<file path="config.mk">
export PLATFORM = sky130hd
export DESIGN_NAME = flash_erase_seq
export DESIGN_NICKNAME = d
export VERILOG_FILES = /design/src/rtl/fe_pkg.sv /design/src/rtl/fe_mode_resolve.sv /design/src/rtl/fe_cmd_gen.sv /design/src/rtl/fe_status_eval.sv /design/src/rtl/flash_erase_seq.sv
export SDC_FILE = /design/constraint.sdc
export NUM_CORES = 1
export LEC_CHECK = 0
export ABC_AREA = 0
export BUFFER_PORTS_ARGS = -buffer_cell sky130_fd_sc_hd__buf_2
export CAP_MARGIN = 20
export CELL_PAD_IN_SITES_DETAIL_PLACEMENT = 1
export CELL_PAD_IN_SITES_GLOBAL_PLACEMENT = 2
export CORE_MARGIN = 2
export CORE_UTILIZATION = 23
export CTS_CLUSTER_SIZE = 20
export DETAILED_ROUTE_END_ITERATION = 16
export PLACE_DENSITY = 0.81
export SYNTH_ARGS = -nofsm -noshare
export SYNTH_HDL_FRONTEND = slang
export SYNTH_SLANG_ARGS = --single-unit
</file>
<file path="constraint.sdc">
create_clock -name clk -period 2.5 [get_ports clk]
set_clock_uncertainty 0.05 [all_clocks]
set_input_delay 0.375 -clock clk [delete_from_list [all_inputs] [get_ports clk]]
set_output_delay 0.375 -clock clk [all_outputs]
set_load 0.02 [all_outputs]
</file>
<file path="src/rtl/fe_pkg.sv">
package fe_pkg;

    typedef enum logic [1:0] {
        FAM_A = 2'd0,
        FAM_B = 2'd1,
        FAM_C = 2'd2,
        FAM_D = 2'd3
    } fam_e;

    typedef enum logic [1:0] {
        EM_SECTOR = 2'd0,
        EM_CHIP   = 2'd1,
        EM_BLOCK  = 2'd2
    } emode_e;

    typedef enum logic [2:0] {
        ST_IDLE,
        ST_WR,
        ST_WGAP,
        ST_RD,
        ST_RGAP
    } st_e;

    localparam int unsigned N_CMD   = 6;
    localparam logic [11:0] UNLK_HI = 12'h555;
    localparam logic [11:0] UNLK_LO = 12'h2AA;

    function automatic logic [1:0] width_shift(input logic [1:0] sel);
        return (sel >= 2'd2) ? 2'd2 : sel;
    endfunction

    function automatic emode_e decode_req(input logic [1:0] r);
        case (r)
            2'd1:    return EM_CHIP;
            2'd2:    return EM_BLOCK;
            default: return EM_SECTOR;
        endcase
    endfunction

    function automatic logic [7:0] final_byte(input emode_e m);
        case (m)
            EM_CHIP:  return 8'h10;
            EM_BLOCK: return 8'h50;
            default:  return 8'h30;
        endcase
    endfunction

endpackage

</file>
<file path="src/rtl/fe_mode_resolve.sv">
module fe_mode_resolve
    import fe_pkg::*;
(
    input  fam_e        fam,
    input  logic [1:0]  req,
    output emode_e      eff
);
    emode_e want;

    always_comb begin
        want = decode_req(req);
        eff  = EM_SECTOR;
        case (want)
            EM_CHIP:  eff = (fam == FAM_A || fam == FAM_B) ? EM_CHIP : EM_SECTOR;
            EM_BLOCK: eff = (fam == FAM_B) ? EM_BLOCK : EM_SECTOR;
            default:  eff = EM_SECTOR;
        endcase
    end
endmodule

</file>
<file path="src/rtl/fe_cmd_gen.sv">
module fe_cmd_gen
    import fe_pkg::*;
#(
    parameter int ADDR_W = 24,
    parameter int DATA_W = 32
) (
    input  logic [2:0]        step,
    input  emode_e            mode,
    input  logic [1:0]        sh,
    input  logic [ADDR_W-1:0] tgt,
    output logic [ADDR_W-1:0] addr,
    output logic [DATA_W-1:0] data
);
    localparam int LANES = DATA_W / 8;

    logic [ADDR_W-1:0] hi_a, lo_a;
    logic [7:0]        cbyte;

    assign hi_a = ADDR_W'(UNLK_HI) << sh;
    assign lo_a = ADDR_W'(UNLK_LO) << sh;

    always_comb begin
        case (step)
            3'd0:    begin addr = hi_a; cbyte = 8'hAA; end
            3'd1:    begin addr = lo_a; cbyte = 8'h55; end
            3'd2:    begin addr = hi_a; cbyte = 8'h80; end
            3'd3:    begin addr = hi_a; cbyte = 8'hAA; end
            3'd4:    begin addr = lo_a; cbyte = 8'h55; end
            default: begin
                addr  = (mode == EM_CHIP) ? hi_a : tgt;
                cbyte = final_byte(mode);
            end
        endcase
    end

    for (genvar g = 0; g < LANES; g++) begin : g_lane
        assign data[g*8 +: 8] = (32'(g) < (32'd1 << sh)) ? cbyte : 8'h00;
    end
endmodule

</file>
<file path="src/rtl/fe_status_eval.sv">
module fe_status_eval
    import fe_pkg::*;
(
    input  logic       prev_tog,
    input  logic       cur_tog,
    input  logic       cur_tmo,
    input  fam_e       fam,
    input  logic       pend,
    output logic       settled,
    output logic       fail,
    output logic       arm
);
    logic moving;

    assign moving  = cur_tog ^ prev_tog;
    assign settled = !moving;
    assign fail    = moving && pend;
    assign arm     = moving && (fam == FAM_A) && cur_tmo;
endmodule

</file>
<file path="src/rtl/flash_erase_seq.sv">
module flash_erase_seq
    import fe_pkg::*;
#(
    parameter int ADDR_W = 24,
    parameter int DATA_W = 32
) (
    input  logic              clk,
    input  logic              rst,
    input  logic              start,
    input  logic [ADDR_W-1:0] erase_addr,
    input  logic [1:0]        mode_req,
    input  logic [1:0]        family,
    input  logic [1:0]        width_sel,
    output logic [ADDR_W-1:0] bus_addr,
    output logic [DATA_W-1:0] bus_wdata,
    output logic              bus_wr,
    output logic              bus_rd,
    input  logic [DATA_W-1:0] bus_rdata,
    input  logic              bus_ready,
    output logic              done,
    output logic              error
);
    localparam logic [2:0] LAST_STEP = 3'(N_CMD - 1);

    st_e               st;
    logic [2:0]        step;
    emode_e            mode_q, mode_in;
    fam_e              fam_q;
    logic [1:0]        sh_q;
    logic [ADDR_W-1:0] tgt_q;
    logic              prev_q, first_q, pend_q;
    logic              done_q, err_q;
    logic [ADDR_W-1:0] cmd_addr;
    logic [DATA_W-1:0] cmd_data;
    logic              settled, fail, arm;
    logic              unused_rd;

    assign unused_rd = ^{bus_rdata[DATA_W-1:7], bus_rdata[4:0]};

    fe_mode_resolve u_res (
        .fam (fam_e'(family)),
        .req (mode_req),
        .eff (mode_in)
    );

    fe_cmd_gen #(.ADDR_W(ADDR_W), .DATA_W(DATA_W)) u_cmd (
        .step (step),
        .mode (mode_q),
        .sh   (sh_q),
        .tgt  (tgt_q),
        .addr (cmd_addr),
        .data (cmd_data)
    );

    fe_status_eval u_eval (
        .prev_tog (prev_q),
        .cur_tog  (bus_rdata[6]),
        .cur_tmo  (bus_rdata[5]),
        .fam      (fam_q),
        .pend     (pend_q),
        .settled  (settled),
        .fail     (fail),
        .arm      (arm)
    );

    assign bus_wr    = (st == ST_WR);
    assign bus_rd    = (st == ST_RD);
    assign bus_addr  = (st == ST_RD || st == ST_RGAP) ? tgt_q : cmd_addr;
    assign bus_wdata = cmd_data;
    assign done      = done_q;
    assign error     = err_q;

    always_ff @(posedge clk) begin
        if (rst) begin
            st      <= ST_IDLE;
            step    <= '0;
            mode_q  <= EM_SECTOR;
            fam_q   <= FAM_A;
            sh_q    <= '0;
            tgt_q   <= '0;
            prev_q  <= 1'b0;
            first_q <= 1'b0;
            pend_q  <= 1'b0;
            done_q  <= 1'b0;
            err_q   <= 1'b0;
        end else begin
            done_q <= 1'b0;
            err_q  <= 1'b0;
            case (st)
                ST_IDLE: begin
                    if (start) begin
                        mode_q <= mode_in;
                        fam_q  <= fam_e'(family);
                        sh_q   <= width_shift(width_sel);
                        tgt_q  <= erase_addr;
                        step   <= '0;
                        st     <= ST_WR;
                    end
                end
                ST_WR: begin
                    if (bus_ready) st <= ST_WGAP;
                end
                ST_WGAP: begin
                    if (step == LAST_STEP) begin
                        first_q <= 1'b1;
                        pend_q  <= 1'b0;
                        st      <= ST_RD;
                    end else begin
                        step <= step + 3'd1;
                        st   <= ST_WR;
                    end
                end
                ST_RD: begin
                    if (bus_ready) begin
                        if (first_q) begin
                            prev_q  <= bus_rdata[6];
                            first_q <= 1'b0;
                            st      <= ST_RGAP;
                        end else if (settled) begin
                            done_q <= 1'b1;
                            st     <= ST_IDLE;
                        end else if (fail) begin
                            done_q <= 1'b1;
                            err_q  <= 1'b1;
                            st     <= ST_IDLE;
                        end else begin
                            pend_q <= arm;
                            prev_q <= bus_rdata[6];
                            st     <= ST_RGAP;
                        end
                    end
                end
                ST_RGAP: st <= ST_RD;
                default: st <= ST_IDLE;
            endcase
        end
    end
endmodule

</file>
Word level (Yosys, flattened, before mapping) --
Index checks and enable logic that the tools add are counted.
Cells by class: $add $sub $neg 1, $lt $le $gt $ge 5, equality and inequality tests 25, shift-type cells 3, muxes and demuxes 39, bitwise logic cells 4, reduce and logical (&&, ||, !) cells 23
Operator list (number):
- $lt A1 B32 Y1 const A | 2
- $lt A2 B32 Y1 const A | 2
- $mux W24 | 2
- $pmux W24 S2 | 1
- $mux W8 | 4
- $shl A1 B2 Y32 const A | 1
- $mux W3 | 8
- $pmux W8 S3 | 1
- $shl A10 B2 Y24 const A | 1
- $shl A11 B2 Y24 const A | 1
- $pmux W3 S5 | 1
- $pmux W7 S2 | 1
- $mux W1 | 13
- $eq A3 B2 Y1 const B | 4
- $ne A2 B2 Y1 const B | 6
- $eq A3 B3 Y1 const B | 3
- $reduce_and A3 Y1 | 3
- $eq A2 B1 Y1 const B | 4
- $pmux W2 S2 | 2
- $eq A2 B2 Y1 const B | 3
- $eq A3 B1 Y1 const B | 2
- $logic_not A3 Y1 | 2
- $mux W2 | 3
- $ne A2 B1 Y1 const B | 3
- 17 further kinds | 27
Storage, ports and cells: bits in registers 41, input bits 66, output and inout port bits 60, word-level logic and storage cells 111

Depth between registers and ports, before layout --
word-level depth 8, depth in mapped cells 8, gate-level depth less buffers 7

Cells and area by module --
A second synthesis with hierarchy kept.
Unflattened totals: cells, all modules 328, area total of the unflattened synthesis 2640.0 sq um
By module, submodules not included:
- flash_erase_seq | times used 1, cells an instance 218, area each 1940.6 sq um, sequential area each 820.8 sq um
- fe_cmd_gen | times used 1, cells an instance 101, area each 620.6 sq um, sequential area each 0.0 sq um
- fe_mode_resolve | times used 1, cells an instance 6, area each 48.8 sq um, sequential area each 0.0 sq um
- fe_status_eval | times used 1, cells an instance 3, area each 30.0 sq um, sequential area each 0.0 sq um

Worst setup path after synthesis --
OpenSTA, ideal clock, no wires.
kind flip-flop to output port, from register step[1], to output port bus_wdata[11], data arrival time 2.072 ns, data required time 2.075 ns, path slack 0.003 ns, stages on the path, launching flop included 7, buffers on the path 1, cells stage by stage dfxtp_1 ha_1 ha_1 nand2b_1 a221oi_2 nor2b_1 buf_4
On the way: cells in the longest elaborated chain, start to end 4, elaborated cells on any way between the ends 9, those cells by class 4 x eq/ne; 2 x mux; 3 x reduce/logical
Ends and longest elaborated chain:
- start, declared | line flash_erase_seq.sv:26 | logic [2:0] step;
- start signal, assigned | line flash_erase_seq.sv:109 | step <= step + 3'd1;
- $eq A3 B1 Y1 (tied with other cells)
- $reduce_or A2 Y1 (no source line)
- $pmux W8 S3 * | line fe_cmd_gen.sv:23 | case (step)
- $mux W8 * | line fe_cmd_gen.sv:37 | assign data[g*8 +: 8] = (32'(g) < (32'd1 << sh)) ? cbyte : 8'h00;
- end, declared | line flash_erase_seq.sv:15 | output logic [DATA_W-1:0] bus_wdata,
Mark *: on every way between the ends. The rest lies on a longest branch, timed or not.

Worst setup path after layout --
from register step[0], to output port bus_addr[11]
On the way: cells in the longest elaborated chain, start to end 4, elaborated cells on any way between the ends 9, those cells by class 4 x eq/ne; 2 x mux; 3 x reduce/logical
Ends and longest elaborated chain:
- $eq A3 B2 Y1 (tied with other cells)
- $reduce_or A3 Y1 (no source line) / $reduce_or A2 Y1 (equally long branches)
- $pmux W24 S2 * | line fe_cmd_gen.sv:23
- $mux W24 * | line flash_erase_seq.sv:68 | assign bus_addr = (st == ST_RD || st == ST_RGAP) ? tgt_q : cmd_addr;
- end, declared | line flash_erase_seq.sv:14 | output logic [ADDR_W-1:0] bus_addr,
Marked as above.

==> results.py <==
metrics = {
    "sta": {
        "period_share_pct": 101,
        "slew_violations": 0,
        "fmax_mhz": 396,
        "setup_viol": 1,
        "slew_headroom_pct": 47.6,
        "tightestPinTransition_ns": 0.786,
        "grt_setup_unrepaired": "yes",
        "finalHoldViolCount": 0,
        "hold_slack_ns": 0.262,
        "period_minus_slack_ns": 2.52,
        "fin_ws_ns": -0.0225,
    },
    "cts": {
        "clockBufferDepth": 2,
        "cts_buffers": 5,
        "clkSinkCount": 41,
        "cts_tree": "yes",
        "clock_latency_ns": 0.29,
        "path_clk_slew_ns": 0.08,
        "cts-hold-fix-buffers": 0,
        "h-tree-depth": 2,
        "clockRootBuffer": "clkbuf_8",
    },
    "synth": {
        "async_flop_share_pct": 0,
        "yosysTopAreaCellShare_pct": 34.1,
        "synth_nets": 396,
        "yosysSeqAreaShare_pct": 34.1,
        "synth_cell_types": 52,
        "synth-edff-count": 0,
        "yosys.area.top_type": "dfxtp_1",
        "syn_area_mm2": 0.00241,
        "postSynthAreaPerCell_um2": 7.55,
        "synth.area.top_cells": "dfxtp_1, nand2_1, a21oi_1",
        "ys.flop_type": "dfxtp_1",
        "yosys_warnings": 0,
        "synthCells": 319,
        "ys_seq_elements": 41,
    },
    "power": {
        "p_leak_nw": 1.60,
        "p_total_w": 0.00155,
        "power_density_mw_per_mm2": 442,
        "vdd.ir_drop.worst_mv": 0.189,
    },
    "worst_setup_path": {
        "r2r-start": "step[0]",
        "worst_setup_path_start_kind": "flop",
        "cp_max_fo": 4,
        "cp-end-kind": "output port",
        "path_class": "flop to output port",
        "rrSetupSlack_ns": 0.57,
        "rr_worst_depth": 6,
        "r2r_end": "step[1]",
        "worst_ep_required_time_ns": 2.08,
        "crit_arrival_ns": 2.10,
    },
    "global_routing": {
        "gr-total-overflow": 0,
        "grt_pass1_wl_um": 11900,
        "grt_max_degree": 40,
        "grt_pass1_vias": 2406,
        "grt_antenna_before_repair": 0,
        "gr-usage-all-layers_pct": 13.0,
    },
    "drt": {
        "firstDrtPassIters": 4,
        "initialDrtViolationCount": 121,
        "drcViolationCount": 0,
        "postRouteAntennaNets": 0,
        "viasPerCell": 4.53,
        "routed_wl_um": 7700,
        "wire_per_inst_um": 13.9,
        "vias": 2508,
    },
    "min_path": {
        "hold_path_depth": 3,
        "hold_class": "input pin to flop",
        "holdCritStartpoint": "erase_addr[4]",
        "hold_end": "tgt_q[4]",
    },
    "finish": {
        "fin_nets": 494,
        "mostFrequentLayoutCells": "nand2_1, buf_2, a21oi_1",
        "antenna_cells": 0,
        "final_common_cell": "nand2_1",
        "syn2layout_area_growth_pct": 45.7,
        "final_layout_size_suffix_gt1_share_pct": 41.1,
    },
    "die": {
        "core_area_mm2": 0.0102,
        "rows": 37,
        "die_area_mm2": 0.0113,
        "initial_core_util_pct": 23.6,
        "pin_count": 126,
        "die_h_um": 106,
        "die_x_um": 106,
    },
    "place": {
        "portBuffers": 95,
        "gp_congestion": 0.774,
        "hpwl_um": 5400,
    },
    "flow_run": {
        "drv_cap": 0,
    },
    "outcome": {
        "outcome": "finished, violations left",
        "violations": "setup timing",
    },
}
-- metal layers --
layer  up-vias  GRT usage, %  wire length [µm]
li1       1253             -                 -
met1      1175          16.7              3500
met2        74          21.9              3650
met3         6          2.70               455
met4         0          3.67                88
met5         -             0                 0
-- Yosys cell counts, types with 2 or more instances --
library cell / count
a2111oi_0: 2
nor3b_1: 2
inv_1: 11
buf_2: 5
dfxtp_1: 41
a21oi_1: 39
o21a_1: 2
clkbuf_1: 11
nand2_1: 83
nand2b_1: 8
nor2b_1: 6
nor2_1: 14
nand3b_1: 4
buf_6: 2
buf_4: 8
nand3_1: 3
nand4b_1: 2
and2_1: 24
a21o_1: 2
ha_1: 11
o21ai_0: 4
a32o_1: 2
o211ai_1: 3
nor3_1: 2
-- cell type report --
type,count,area (µm²)
fillers,1241,6720
multi-input cells,240,1580
flip-flops and latches,41,830
repair buffers,117,797
well taps,136,170
clock buffers,5,68.8
inverters,12,52.6
clock inverters,3,17.5
-- sequential cells by signal (all words and copies together), names as in the netlist, 2 cells and up --
signal and count:
tgt_q 24, st 3, step 3, fam_q 2, mode_q 2, sh_q 2
-- logic make-up (layout without fill, tap and decap cells) --
family                     after synthesis  in the layout  synth area share (%)
muxes                                    2              2                 0.986
AOI/OAI and AO/OA                       68             68                  18.6
and+or+nand+nor                        157            157                  31.9
DFF                                     41             41                  34.1
xor gates and xnor gates                 2              2                 0.727
adders and majority gates               11             11                  5.71
buffers and inverters                   38            137                  8.05
-- metrics by stage --
step	setup TNS, ns	cell area, µm²	instances	setup slack (ns)	util, %
after global routing	-1.38	3510	554	-0.0909	34.3
after global placement	0	3010	535	0.134	29.5
final	-0.0225	3510	554	-0.0225	34.3
after CTS	-0.00462	3250	548	-0.00370	31.7
after floorplan	0	2410	319	0.00258	-
after detailed placement	0	3010	535	0.106	29.5
-- how the worst max path moves through the flow --
stage	slack [ns]	from	to
floorplan	0.003	step[1]	bus_wdata[11]
global placement	0.13	step[0]	bus_addr[2]
detailed placement	0.11	step[0]	bus_addr[2]
CTS	-0.004	step[1]	bus_addr[11]
global route	-0.09	step[1]	bus_addr[11]
finish	-0.02	step[0]	bus_addr[11]
-- repair_timing --
item | 4_1_cts | 5_1_grt
setup buffers | 4 | 8
resized for setup | 28 | 69
endpoints found under the setup margin | 31 | 39
pin swaps | 2 | 19
gates cloned | 1 | 0
-- critical path: stages, from the launching register on --
cell	delay, ns
dfxtp_4	0.40
inv_6	0.06
ha_4	0.16
mux2i_2	0.18
inv_2	0.09
o311ai_4	0.34
buf_4	0.18
and2_4	0.12
a311o_1	0.15
buf_6	0.13
-- report_power, final --
| group | total (W) | switching [W] | internal (W) | leakage (nW) |
|---|---|---|---|---|
| Sequential | 0.000713 | 0.0000276 | 0.000685 | 0.338 |
| Clock | 0.000433 | 0.000240 | 0.000193 | 0.0439 |
| Combinational | 0.000406 | 0.000230 | 0.000176 | 1.22 |
Note: power is estimated with default switching activity, not from simulation.
